`config.mk`:
```
export PLATFORM = sky130hd
export DESIGN_NAME = pixfmt_expand
export DESIGN_NICKNAME = d
export VERILOG_FILES = /design/src/rtl/pixfmt_expand.sv
export SDC_FILE = /design/constraint.sdc
export NUM_CORES = 1
export LEC_CHECK = 0
export BUFFER_PORTS_ARGS = -buffer_cell sky130_fd_sc_hd__buf_2
export CAP_MARGIN = 20
export CORE_ASPECT_RATIO = 1.5
export CORE_MARGIN = 2
export CORE_UTILIZATION = 40
export DETAILED_ROUTE_END_ITERATION = 10
export PLACE_DENSITY = 0.66
export REMOVE_ABC_BUFFERS = 1
export SYNTH_ARGS = -nofsm -noshare
export SYNTH_HDL_FRONTEND = slang
export SYNTH_SLANG_ARGS = --single-unit
```
`constraint.sdc`:
```
create_clock -name clk -period 5.29 [get_ports clk]
set_input_delay 0.529 -clock clk [delete_from_list [all_inputs] [get_ports clk]]
set_output_delay 0.529 -clock clk [all_outputs]
set_load 0.005 [all_outputs]
```
`src/rtl/pixfmt_expand.sv`:
```
module pixfmt_expand #(
  parameter int WORD_W = 32,
  parameter int PIX_W  = 24
) (
  input  logic              clk,
  input  logic              rst_n,
  input  logic              frame_start,
  input  logic [1:0]        mode_sel,
  input  logic              in_valid,
  output logic              in_ready,
  input  logic [WORD_W-1:0] in_data,
  output logic              out_valid,
  input  logic              out_ready,
  output logic [PIX_W-1:0]  out_pixel
);
  localparam int HALF_W = WORD_W / 2;
  localparam logic [1:0] FMT_565  = 2'd0;
  localparam logic [1:0] FMT_8888 = 2'd3;

  logic [1:0]        mode_q;
  logic [WORD_W-1:0] word_q;
  logic              have_q;
  logic              hi_q;

  logic              fmt_ok, last_px, beat, pop, accept;
  logic [HALF_W-1:0] half;

  assign fmt_ok    = (mode_q == FMT_565) || (mode_q == FMT_8888);
  assign out_valid = have_q && fmt_ok;
  assign last_px   = (mode_q == FMT_8888) || hi_q;
  assign beat      = out_valid && out_ready;
  assign pop       = beat && last_px;
  assign in_ready  = !frame_start && (!have_q || pop);
  assign accept    = in_valid && in_ready && fmt_ok;

  assign half = hi_q ? word_q[WORD_W-1:HALF_W] : word_q[HALF_W-1:0];

  always_comb begin
    if (mode_q == FMT_8888)
      out_pixel = word_q[PIX_W-1:0];
    else
      out_pixel = {half[15:11], 3'b000, half[10:5], 2'b00, half[4:0], 3'b000};
  end

  always_ff @(posedge clk) begin
    if (!rst_n) begin
      mode_q <= FMT_565;
      word_q <= '0;
      have_q <= 1'b0;
      hi_q   <= 1'b0;
    end else if (frame_start) begin
      mode_q <= mode_sel;
      have_q <= 1'b0;
      hi_q   <= 1'b0;
    end else if (accept) begin
      word_q <= in_data;
      have_q <= 1'b1;
      hi_q   <= 1'b0;
    end else if (pop) begin
      have_q <= 1'b0;
      hi_q   <= 1'b0;
    end else if (beat) begin
      hi_q   <= 1'b1;
    end
  end
endmodule

```
Word-level counts from Yosys, hierarchy flattened --
Index checks and enable logic that the tools add are counted.
Storage, ports and cells: output and inout port bits 26, register bits 36, word-level logic and storage cells 27
Operators by class: reductions and logical operators 16, bitwise operators 2, equality and inequality tests 1, mux-type cells 4
Operators by type and width (number):
- $mux W24 | 1
- $mux W16 | 1
- $logic_and A1 B1 Y1 | 6
- $reduce_or A4 Y1 | 1
- $logic_or A1 B1 Y1 | 3
- $eq A2 B2 Y1 const B | 1
- $logic_not A1 Y1 | 2
- $logic_not A2 Y1 | 1
- $mux W1 | 2
- $not A1 Y1 | 2
- $reduce_and A2 Y1 | 1
- $reduce_bool A2 Y1 | 1
- $reduce_or A2 Y1 | 1

Depth between registers and ports, before layout --
Gate-level depths: netlist of run 1.
depth in word-level cells 10, mapped depth 6, gate-level depth less buffers 5

Least setup slack after synthesis of run 1 --
Ideal clock, no wire load.
path type register -> register, start point reg mode_q[0], end point reg word_q[12], setup slack 3.549 ns, arrival time 1.669 ns, buffers on the path 1, required time 5.218 ns, stages on the path, launching flop included 7, path through dfxtp_1 ha_1 nand2b_1 o21a_1 nor3_4 buf_6 mux2i_1
Between the ends: longest elaborated chain between the ends 10, elaborated cells between the ends (all ways) 12
RTL lines:
- start: declaration | line 20 | logic [1:0] mode_q;
- start signal: assignment | line 52 | mode_q <= mode_sel;
- $eq A2 B2 Y1 / $logic_not A2 Y1 (equally long branches) | line 28, 30
- $logic_or A1 B1 Y1 | line 28 | assign fmt_ok = (mode_q == FMT_565) || (mode_q == FMT_8888);
- $logic_and A1 B1 Y1 | line 29 | assign out_valid = have_q && fmt_ok;
- $logic_and A1 B1 Y1 | line 31 | assign beat = out_valid && out_ready;
- $logic_and A1 B1 Y1 | line 32 | assign pop = beat && last_px;
- $logic_or A1 B1 Y1 | line 33 | assign in_ready = !frame_start && (!have_q || pop);
- $logic_and A1 B1 Y1 | line 33
- $logic_and A1 B1 Y1 | line 34 | assign accept = in_valid && in_ready && fmt_ok;
- $logic_and A1 B1 Y1 * | line 34
- $reduce_and A2 Y1 (no source line) *
- end signal: assignment | line 56 | word_q <= in_data;
- end: declaration | line 21 | logic [WORD_W-1:0] word_q;
Every way passes the cells marked *; elsewhere a longest branch is shown, timed or not. A chain may end at the register's enable or synchronous reset.

Final worst setup path of run 1 --
start point reg hi_q, end point out in_ready
Between the ends: longest elaborated chain between the ends 4
RTL lines:
- start: declaration | line 23 | logic hi_q;
- start signal: assignment | line 50 | hi_q <= 1'b0;
- start signal: assignment | line 54 | hi_q <= 1'b0;
- start signal: assignment | line 58 | hi_q <= 1'b0;
- $logic_or A1 B1 Y1 | line 30 | assign last_px = (mode_q == FMT_8888) || hi_q;
- $logic_and A1 B1 Y1 | line 32
- $logic_or A1 B1 Y1 | line 33
- $logic_and A1 B1 Y1 | line 33
- end: declaration | line 10 | output logic in_ready,
No other way between the ends.

==> results of run 1 <==
-- Yosys cell counts --
| cell | n | area share, % |
|---|---|---|
| nand2_1 | 80 | 16 |
| mux2i_1 | 51 | 27 |
| dfxtp_1 | 36 | 39 |
| o21ai_0 | 17 | 4.6 |
| clkbuf_1 | 12 | 2.4 |
| and2_1 | 8 | 2.7 |
| buf_6 | 4 | 2.4 |
| nand2b_1 | 3 | 1.0 |
| nor2b_1 | 3 | 1.0 |
| nor2_1 | 2 | 0.40 |
| a21oi_1 | 1 | 0.27 |
| buf_2 | 1 | 0.27 |
| ha_1 | 1 | 0.67 |
| nand3b_1 | 1 | 0.40 |
| nor3_1 | 1 | 0.27 |
| nor3_4 | 1 | 0.87 |
| o21a_1 | 1 | 0.40 |
-- cell type report --
cell class                 instances  area (um^2)
sequential                        36        720.7
tap                               48        60.06
multi-input combinational        170         1045
clock buffer                       8        90.09
timing repair buffer              67        362.8
fill                             468         2226
-- metal layers --
| layer | vias up | GRT usage (%) | routed length [um] |
|---|---|---|---|
| li1 | 846 | - | - |
| met3 | 5 | 3.545 | 180 |
| met1 | 719 | 17.25 | 1740 |
| met4 | 0 | 7.879 | 67 |
| met2 | 37 | 29.25 | 2026 |
| met5 | - | 0 | 0 |
-- through the flow --
step | power (mW) | instances
2_1_floorplan | 0.3418 | 206
3_3_place_gp | 0.3782 | 319
3_5_place_dp | 0.3794 | 319
4_1_cts | 0.5811 | 327
5_1_grt | 0.6034 | 329
6_report | 0.5732 | 329
-- flip-flops by register name, indices dropped and copies added, names as in the netlist --
| register | count |
|---|---|
| have_q | 1 |
| hi_q | 1 |
| mode_q | 2 |
| word_q | 32 |
-- tightest hold or removal path: stages, from the launching register on --
cell,delay (ns)
dfxtp_1,0.31
nand2_1,0.05
mux2i_1,0.05
-- power groups by stage --
stage	clock, mW	combinational [mW]	sequential [mW]
2_1_floorplan	0	0.0432	0.299
3_3_place_gp	0	0.0776	0.301
3_5_place_dp	0	0.0783	0.301
4_1_cts	0.208	0.0787	0.295
5_1_grt	0.216	0.0902	0.297
6_report	0.199	0.0797	0.295
-- path summary, 6_finish.rpt --
check	cells past startpoint	to	slack (ns)	from
worst max-delay path	4	in_ready	2.80	hi_q
worst min register to register	2	word_q[24]	0.46	word_q[24]
worst max register to register	5	word_q[10]	2.84	hi_q
worst min-delay path	2	word_q[24]	0.46	word_q[24]
-- cells by family after synthesis --
| logic type | share of synthesized area, % |
|---|---|
| flops | 38.74 |
| simple gates | 22.80 |
| mux | 27.44 |
| compound gates | 5.245 |
| buf+inv | 5.110 |
| fa+ha+maj | 0.6724 |
==> results.cfg, run 1 <==
[clock_network]
cts.reportedPaths.clkPinSlew_ns = 0.07
clock_latency_ns = 0.29
clockBufferDepth = 2
numCtsBuffers = 5
cts_resized = 0
ctsHoldBuffers = 0
cts_setup_buffers = 0
cts.sinks = 36
cts_root_buf = clkbuf_8
h-tree-depth = 2
cts_tree = built

[sta]
layout_min_cycle_time_ns = 2.489
worst_slack_ns = 2.801
slew_headroom_pct = 30.51
fin_tns_setup_ns = 0
setup-violations-final = 0
drv_slew = 0
fmax_mhz = 401.7
fin_crit_sh_pct = 47.05
whs_ns = 0.4555
tightest_slew_ns = 1.041
grt_setup_unrepaired = false
skew_ns = 0.002353
final-hold-violation-count = 0

[finish]
fin_util_pct = 50.58
antenna_cells = 0
nNetsFinal = 320
final_cell_mix = nand2_1, buf_2, mux2i_1
drive_gt1_share_pct = 26.33
area_delta_synth_final_pct = 22.46
final_cell_area_um2 = 2278
layout_commonest_cell = nand2_1

[critical_path]
cp_num_buf_inv = 1
endpoint_kind = output pin
arrival_ns = 1.96
path_class = flop to output pin
start_kind = flop
path_delay_family = flip-flops
crit_path_max_fanout = 18
cpPeakStageDelay_ns = 1.01
worstPathCellList = nor2_1 -> o21a_1 -> nor2_1 -> buf_2
required_ns = 4.76
cp_common_cell = nor2_1
slowest_stage = dfxtp_1

[floorplan]
pin_count = 65
die-width_um = 59.69
die_y_um = 87.53
core_area_um2 = 4504
rows = 30
die_area_um2 = 5224
initial_utilization_pct = 41.31

[route]
post_drt_wl_per_cell_um = 12.20
wl_um = 4014
vias_per_cell = 4.884
drc = 0
ant_nets = 0
detail_route.first_pass.iterations = 4
vias = 1607
drtIter0Drc = 44

[pwr]
p_int_uw = 431.5
p_sw_uw = 141.8
peakVddDrop_uv = 142.4
seqPwrFrac_pct = 51.5
power_switching_share_pct = 24.73
pwr-share-comb_pct = 13.9
pwr_density_cell_nw_per_um2 = 251.6
leakage_nw = 0.9781
power.share.clock_pct = 34.6

[global_routing]
grt_max_degree = 68
grt_pass1_vias = 1555
grt.total_usage_pct = 16.22
overflow = 0
grt_pass1_wl_um = 6410
antenna_found_initial = 0

[synth]
synth_area_um2 = 1861
syn_inst = 223
yosys_warnings = 0
synth_seq_area_share_pct = 38.74
synth.avg_cell_area_um2 = 8.343
synth_seq_cells = 36
synth_cell_type_count = 17

[min_path]
hp-class = flop to flop

[outcome]
status = complete, no violations

[place]
gp_congestion = 0.7662
dp_hpwl_um = 2663
pre_cts_ws_ns = 2.603
portBuffers = 64
placed_area_um2 = 2153

[flow_run]
maxCapViolCount = 0
Note: power is estimated with default switching activity, not from simulation.
==> run 2: changes to the inputs <==
ABC_AREA = 1   (was not set)
PLACE_DENSITY = not set   (was 0.66)
clock period = 2.3 ns   (was 5.29 ns; I/O delays follow)
==> run 2 against run 1 <==
Combinational power rose to 4.2 times the previous value. Sequential share of layout area fell by 4.4 points. Via count grew 42%. Clock skew about the same. Synthesized cell count rose by 67%. Clock-buffer cell count shrank 1. Clock power grew 140%. Utilization is 1.6 points lower. Critical path depth is 4 higher. Cell area grew 16%. Sequential power rose by 130%. First-iteration DRC count is 59% higher. Largest cell class unchanged.
==> results.cfg, run 2 <==
[global_routing]
antenna_found_initial = 0
gr-usage-met3_pct = 3.456
grt_pass1_wl_um = 8866
use_met1_pct = 20.44
grtUsageMet2_pct = 34.38
overflow = 0
grt.total_usage_pct = 18.35
grt_busiest_layer = met2
grt_max_degree = 36
grt_pass1_vias = 2065

[critical_path]
reg2reg_from = mode_q[0]
critical_path.endpoint = word_q[8]
cpPeakStageDelay_ns = 0.36
crit_path_max_fanout = 34
reg2regPathDepth = 8
endpoint_kind = flop
slowest_stage = nand3_4
start_kind = flop
crit_cells = 8
cp_num_buf_inv = 1
rrSetupSlack_ns = 0.42
worstPathCellList = ha_1 -> nor2_4 -> nand3_2 -> nand2_4 -> nand3_4 -> nand2_1 -> inv_1 -> nor2_1
path_delay_family = simple AND/OR/NAND/NOR gates
path_class = flop to flop
crit_path_start = mode_q[0]
required_ns = 2.52
regToRegEndpoint = word_q[8]
arrival_ns = 2.10

[min_path]
min_path_cells = 3
hp-class = input port to flop

[clock_network]
cts_root_buf = clkbuf_8
cts_setup_buffers = 0
numCtsBuffers = 5
cts_resized = 0
h-tree-depth = 2
clock_latency_ns = 0.28
clockBufferDepth = 2
cts.reportedPaths.clkPinSlew_ns = 0.07
cts_tree = built
cts.sinks = 36
ctsHoldBuffers = 0

[floorplan]
die_area_um2 = 6134
die-width_um = 64.62
core_area_um2 = 5409
pin_count = 65
initial_utilization_pct = 40.76
rows = 33
die_y_um = 94.93

[finish]
reg.largest.list = word_q x32, mode_q x2
drive_gt1_share_pct = 21.73
final_cell_area_um2 = 2650
largest_register_ffs = 32
area_delta_synth_final_pct = 20.20
fin_util_pct = 48.99
stdcell_count = 498
layout_commonest_cell = inv_1
nNetsFinal = 468
final_cell_mix = inv_1, nand2_1, buf_2
nFillCells = 624
regMostFlops = word_q
antenna_cells = 0

[sta]
whs_ns = 0.1661
skew_ns = 0.002673
grt_setup_unrepaired = false
final-hold-violation-count = 0
drv_slew = 0
slew_headroom_pct = 57.30
fmax_mhz = 531.7
setup-violations-final = 0
fin_tns_setup_ns = 0
layout_min_cycle_time_ns = 1.881
fin_crit_sh_pct = 81.77
tightest_slew_ns = 0.6406

[outcome]
status = complete, no violations

[pwr]
leakage_nw = 1.599
peakVddDrop_uv = 332.0
pwr_density_cell_nw_per_um2 = 569.6

[synth]
yosys_warnings = 0
synthArstFlopShare_pct = 0
synth.avg_cell_area_um2 = 5.910
synth_top_cells_by_count = inv_1, nand2_1, nor2_1, dfxtp_1, a21oi_1
synth_edf_count = 0
yosysMostFrequentCell = inv_1
syn_inst = 373
yosysTopAreaCell = dfxtp_1
ys.flop_type = dfxtp_1
synth_cell_type_count = 17
synth_area_um2 = 2205
synth.area.top_cells = dfxtp_1, inv_1, nand2_1
synth_seq_cells = 36
synth_seq_area_share_pct = 32.69
synth_top_area_share_pct = 32.69

[route]
ant_nets = 0
drc = 0
vias_per_cell = 4.596
detail_route.first_pass.iterations = 4
post_drt_wl_per_cell_um = 10.70
drtIter0Drc = 70
vias = 2289
wl_um = 5329

[place]
placed_area_um2 = 2554
gp_congestion = 0.8194
placed_cells = 491
portBuffers = 64
dp_hpwl_um = 3667

[flow_run]
maxCapViolCount = 0
[run 2: changes by cell type after synthesis, sizes merged, moves of 8 or more]
| cell | delta |
|---|---|
| and2 | -8 |
| nand4 | +33 |
| mux2i | -51 |
| buf | +8 |
| a21oi | +33 |
| inv | +111 |
| nor2 | +36 |
[run 2: area by class of cell]
type                       count  area, um^2  share of cell area (%)
clock buffer                   7       96.34                   3.636
tap                           70       87.58                   3.305
timing repair buffer          71       372.9                   14.07
sequential                    36       720.7                   27.20
inverter                     111       416.7                   15.72
multi-input combinational    203       955.9                   36.07
[run 2: power by group]
group          total (mW)  leakage (nW)  internal (mW)  switching (mW)
combinational       0.331          1.25          0.134           0.196
clock               0.487        0.0503          0.267           0.221
sequential          0.691         0.295          0.670          0.0212
[run 2: per-stage QoR]
stage | worst slack [ns] | power, mW
2_1_floorplan | -0.1911 | 0.9120
3_3_place_gp | 0.4812 | 1.034
3_5_place_dp | 0.4206 | 1.039
4_1_cts | 0.4009 | 1.529
5_1_grt | 0.2424 | 1.609
6_report | 0.4194 | 1.510
[run 2: worst min-delay path, stage by stage]
cell and delay, ns:
buf_2 0.08, nor2_1 0.03, nor2_1 0.08
[run 2: per-layer routing]
metal | routed length, um | up-vias
met3 | 216 | 6
met4 | 67 | 0
li1 | - | 1231
met5 | 0 | -
met2 | 2713 | 45
met1 | 2332 | 1007
[run 2: how the worst min path moves through the flow]
stage	startpoint	end	slack (ns)
after floorplan	rst_n	word_q[10]	0.35
after global routing	mode_sel[0]	mode_q[0]	0.18
final	mode_sel[0]	mode_q[0]	0.17
after detailed placement	mode_sel[0]	mode_q[0]	0.46
after CTS	mode_sel[0]	mode_q[0]	0.16
after global placement	mode_sel[1]	mode_q[1]	0.45
[run 2: logic make-up (layout without fill, tap and decap cells)]
family / count (synthesis) / count (layout) / synth area share (%)
compound gates: 52 / 52 / 11.80
fa+ha+maj: 1 / 1 / 0.5674
buf+inv: 134 / 189 / 24.06
flops: 36 / 36 / 32.69
simple gates: 150 / 150 / 30.87
==> run 3: changes to the inputs <==
clock period = 1.9 ns   (was 2.3 ns; I/O delays follow)
==> run 3 against run 2 <==
Sequential power increased by 21%. Final cell count increased by 0.80%. Worst setup slack got worse by 0.25 ns. Via count increased by 1.3%. Clock skew about the same. Utilization increased by 0.44 points. Die area unchanged. Sequential cell count unchanged. Sequential share of layout area decreased by 0.24 points. Register-to-register slack got worse by 0.17 ns. Critical path type is now flop to output pin. Critical endpoint is now out_pixel[15].
==> results.cfg, run 3 (synthesized netlist as in run 2, its figures left out) <==
[global_routing]
grt_pass1_vias = 2027
grt_max_degree = 35
grt_pass1_wl_um = 8921
overflow = 0
antenna_found_initial = 0
grt.total_usage_pct = 18.56

[pwr]
seqPwrFrac_pct = 47.4
peakVddDrop_uv = 438.5
p_sw_uw = 536.1
pwr_density_cell_nw_per_um2 = 659.8
power.share.clock_pct = 29.1
p_int_mw = 1.228
leakage_nw = 1.607
power_switching_share_pct = 30.39
pwr-share-comb_pct = 23.5

[sta]
skew_ns = 0.003154
setup-violations-final = 0
slew_headroom_pct = 74.05
final-hold-violation-count = 0
drv_slew = 0
tightest_slew_ns = 0.3887
fmax_mhz = 576.8
fin_crit_sh_pct = 91.24
grt_setup_unrepaired = false
fin_tns_setup_ns = 0
layout_min_cycle_time_ns = 1.734
whs_ns = 0.1265

[place]
placed_cells = 494
placed_area_um2 = 2576
dp_hpwl_um = 3696
portBuffers = 64
gp_congestion = 0.8015

[floorplan]
core_area_um2 = 5409
initial_utilization_pct = 40.76
die_y_um = 94.93
die-width_um = 64.62
rows = 33
die_area_um2 = 6134
pin_count = 65

[finish]
drive_gt1_share_pct = 22.22
reg.largest.list = word_q x32, mode_q x2
regMostFlops = word_q
area_delta_synth_final_pct = 21.28
layout_commonest_cell = inv_1
stdcell_count = 502
antenna_cells = 0
nFillCells = 618
final_cell_mix = inv_1, nand2_1, buf_2
nNetsFinal = 472
final_cell_area_um2 = 2674
largest_register_ffs = 32

[clock_network]
numCtsBuffers = 5
cts.sinks = 36
cts_tree = built
h-tree-depth = 2
cts_root_buf = clkbuf_8
clockBufferDepth = 2
clock_latency_ns = 0.28
cts_setup_buffers = 0
cts.reportedPaths.clkPinSlew_ns = 0.07

[route]
drc = 0
wl_um = 5493
drtIter0Drc = 130
post_drt_wl_per_cell_um = 10.94
vias_per_cell = 4.618
vias = 2318
ant_nets = 0
detail_route.first_pass.iterations = 4

[min_path]
min_path_cells = 3
hp-class = input port to flop

[outcome]
status = complete, no violations

[critical_path]
cp_common_cell = a21oi_1
reg2regPathDepth = 8
arrival_ns = 1.54
path_class = flop to output pin
slowest_stage = dfxtp_1
endpoint_kind = output pin
worstPathCellList = ha_1 -> inv_4 -> buf_4 -> o21ai_0 -> a21oi_1 -> a21oi_1 -> buf_2
required_ns = 1.71
start_kind = flop
crit_path_max_fanout = 9
cpPeakStageDelay_ns = 0.31

[flow_run]
maxCapViolCount = 0
[run 3: cell types whose count changed in the layout (fill, tap and decap cells not counted)]
cell,before,now
clkbuf_8,7,5
inv_4,0,1
inv_2,10,9
clkinv_2,0,1
nand3_4,1,2
clkbuf_1,0,1
buf_4,7,10
[run 3: worst max-delay path: cells and delay by family, from the launching register on]
kind	cells	cell delay, ns
compound gates	3	0.28
buf+inv	3	0.43
flops	1	0.31
fa+ha+maj	1	0.23
[run 3: per-stage QoR]
step                      power (mW)  setup slack [ns]  utilization [%]
final                          1.764            0.1664            49.43
after global routing           1.886           0.01329            49.43
after CTS                      1.785            0.1220            49.06
after detailed placement       1.262            0.1410            47.63
after global placement         1.257            0.1832            47.63
after floorplan                1.104           -0.5911                -
[run 3: repair_timing]
action / in CTS / in global routing
hold buffers: 0 / 0
gates resized for setup: 0 / 2
endpoints found under the setup margin: 0 / 26
[run 3: final timing paths]
check,slack (ns),from,to
min reg2reg,0.51,mode_q[0],mode_q[0]
max,0.17,mode_q[0],out_pixel[15]
min,0.13,mode_sel[0],mode_q[0]
max reg2reg,0.25,mode_q[0],word_q[5]
[run 3: power by group through the flow]
stage / Combinational (mW) / Clock (mW) / Sequential [mW]
finish: 0.415 / 0.514 / 0.836
global route: 0.482 / 0.561 / 0.842
CTS: 0.411 / 0.538 / 0.835
detailed placement: 0.409 / 0 / 0.853
global placement: 0.405 / 0 / 0.852
floorplan: 0.257 / 0 / 0.847
[run 3: final cells by class]
cell class / instances / area, um^2 / area share, %
multi-input cells: 204 / 973.4 / 36.41
clock inverters: 1 / 5.005 / 0.1872
repair buffers: 74 / 395.4 / 14.79
well taps: 70 / 87.58 / 3.276
inverters: 111 / 419.2 / 15.68
flip-flops and latches: 36 / 720.7 / 26.95
clock buffers: 6 / 72.57 / 2.714
[run 3: layer usage]
layer  track usage (%)  part of all wire, %  wire length (um)
met2             33.77                   51              2812
met1             21.92                   45              2456
met3             2.861                  3.0               163
met5                 0                    0                 0
met4             6.383                  1.1                61
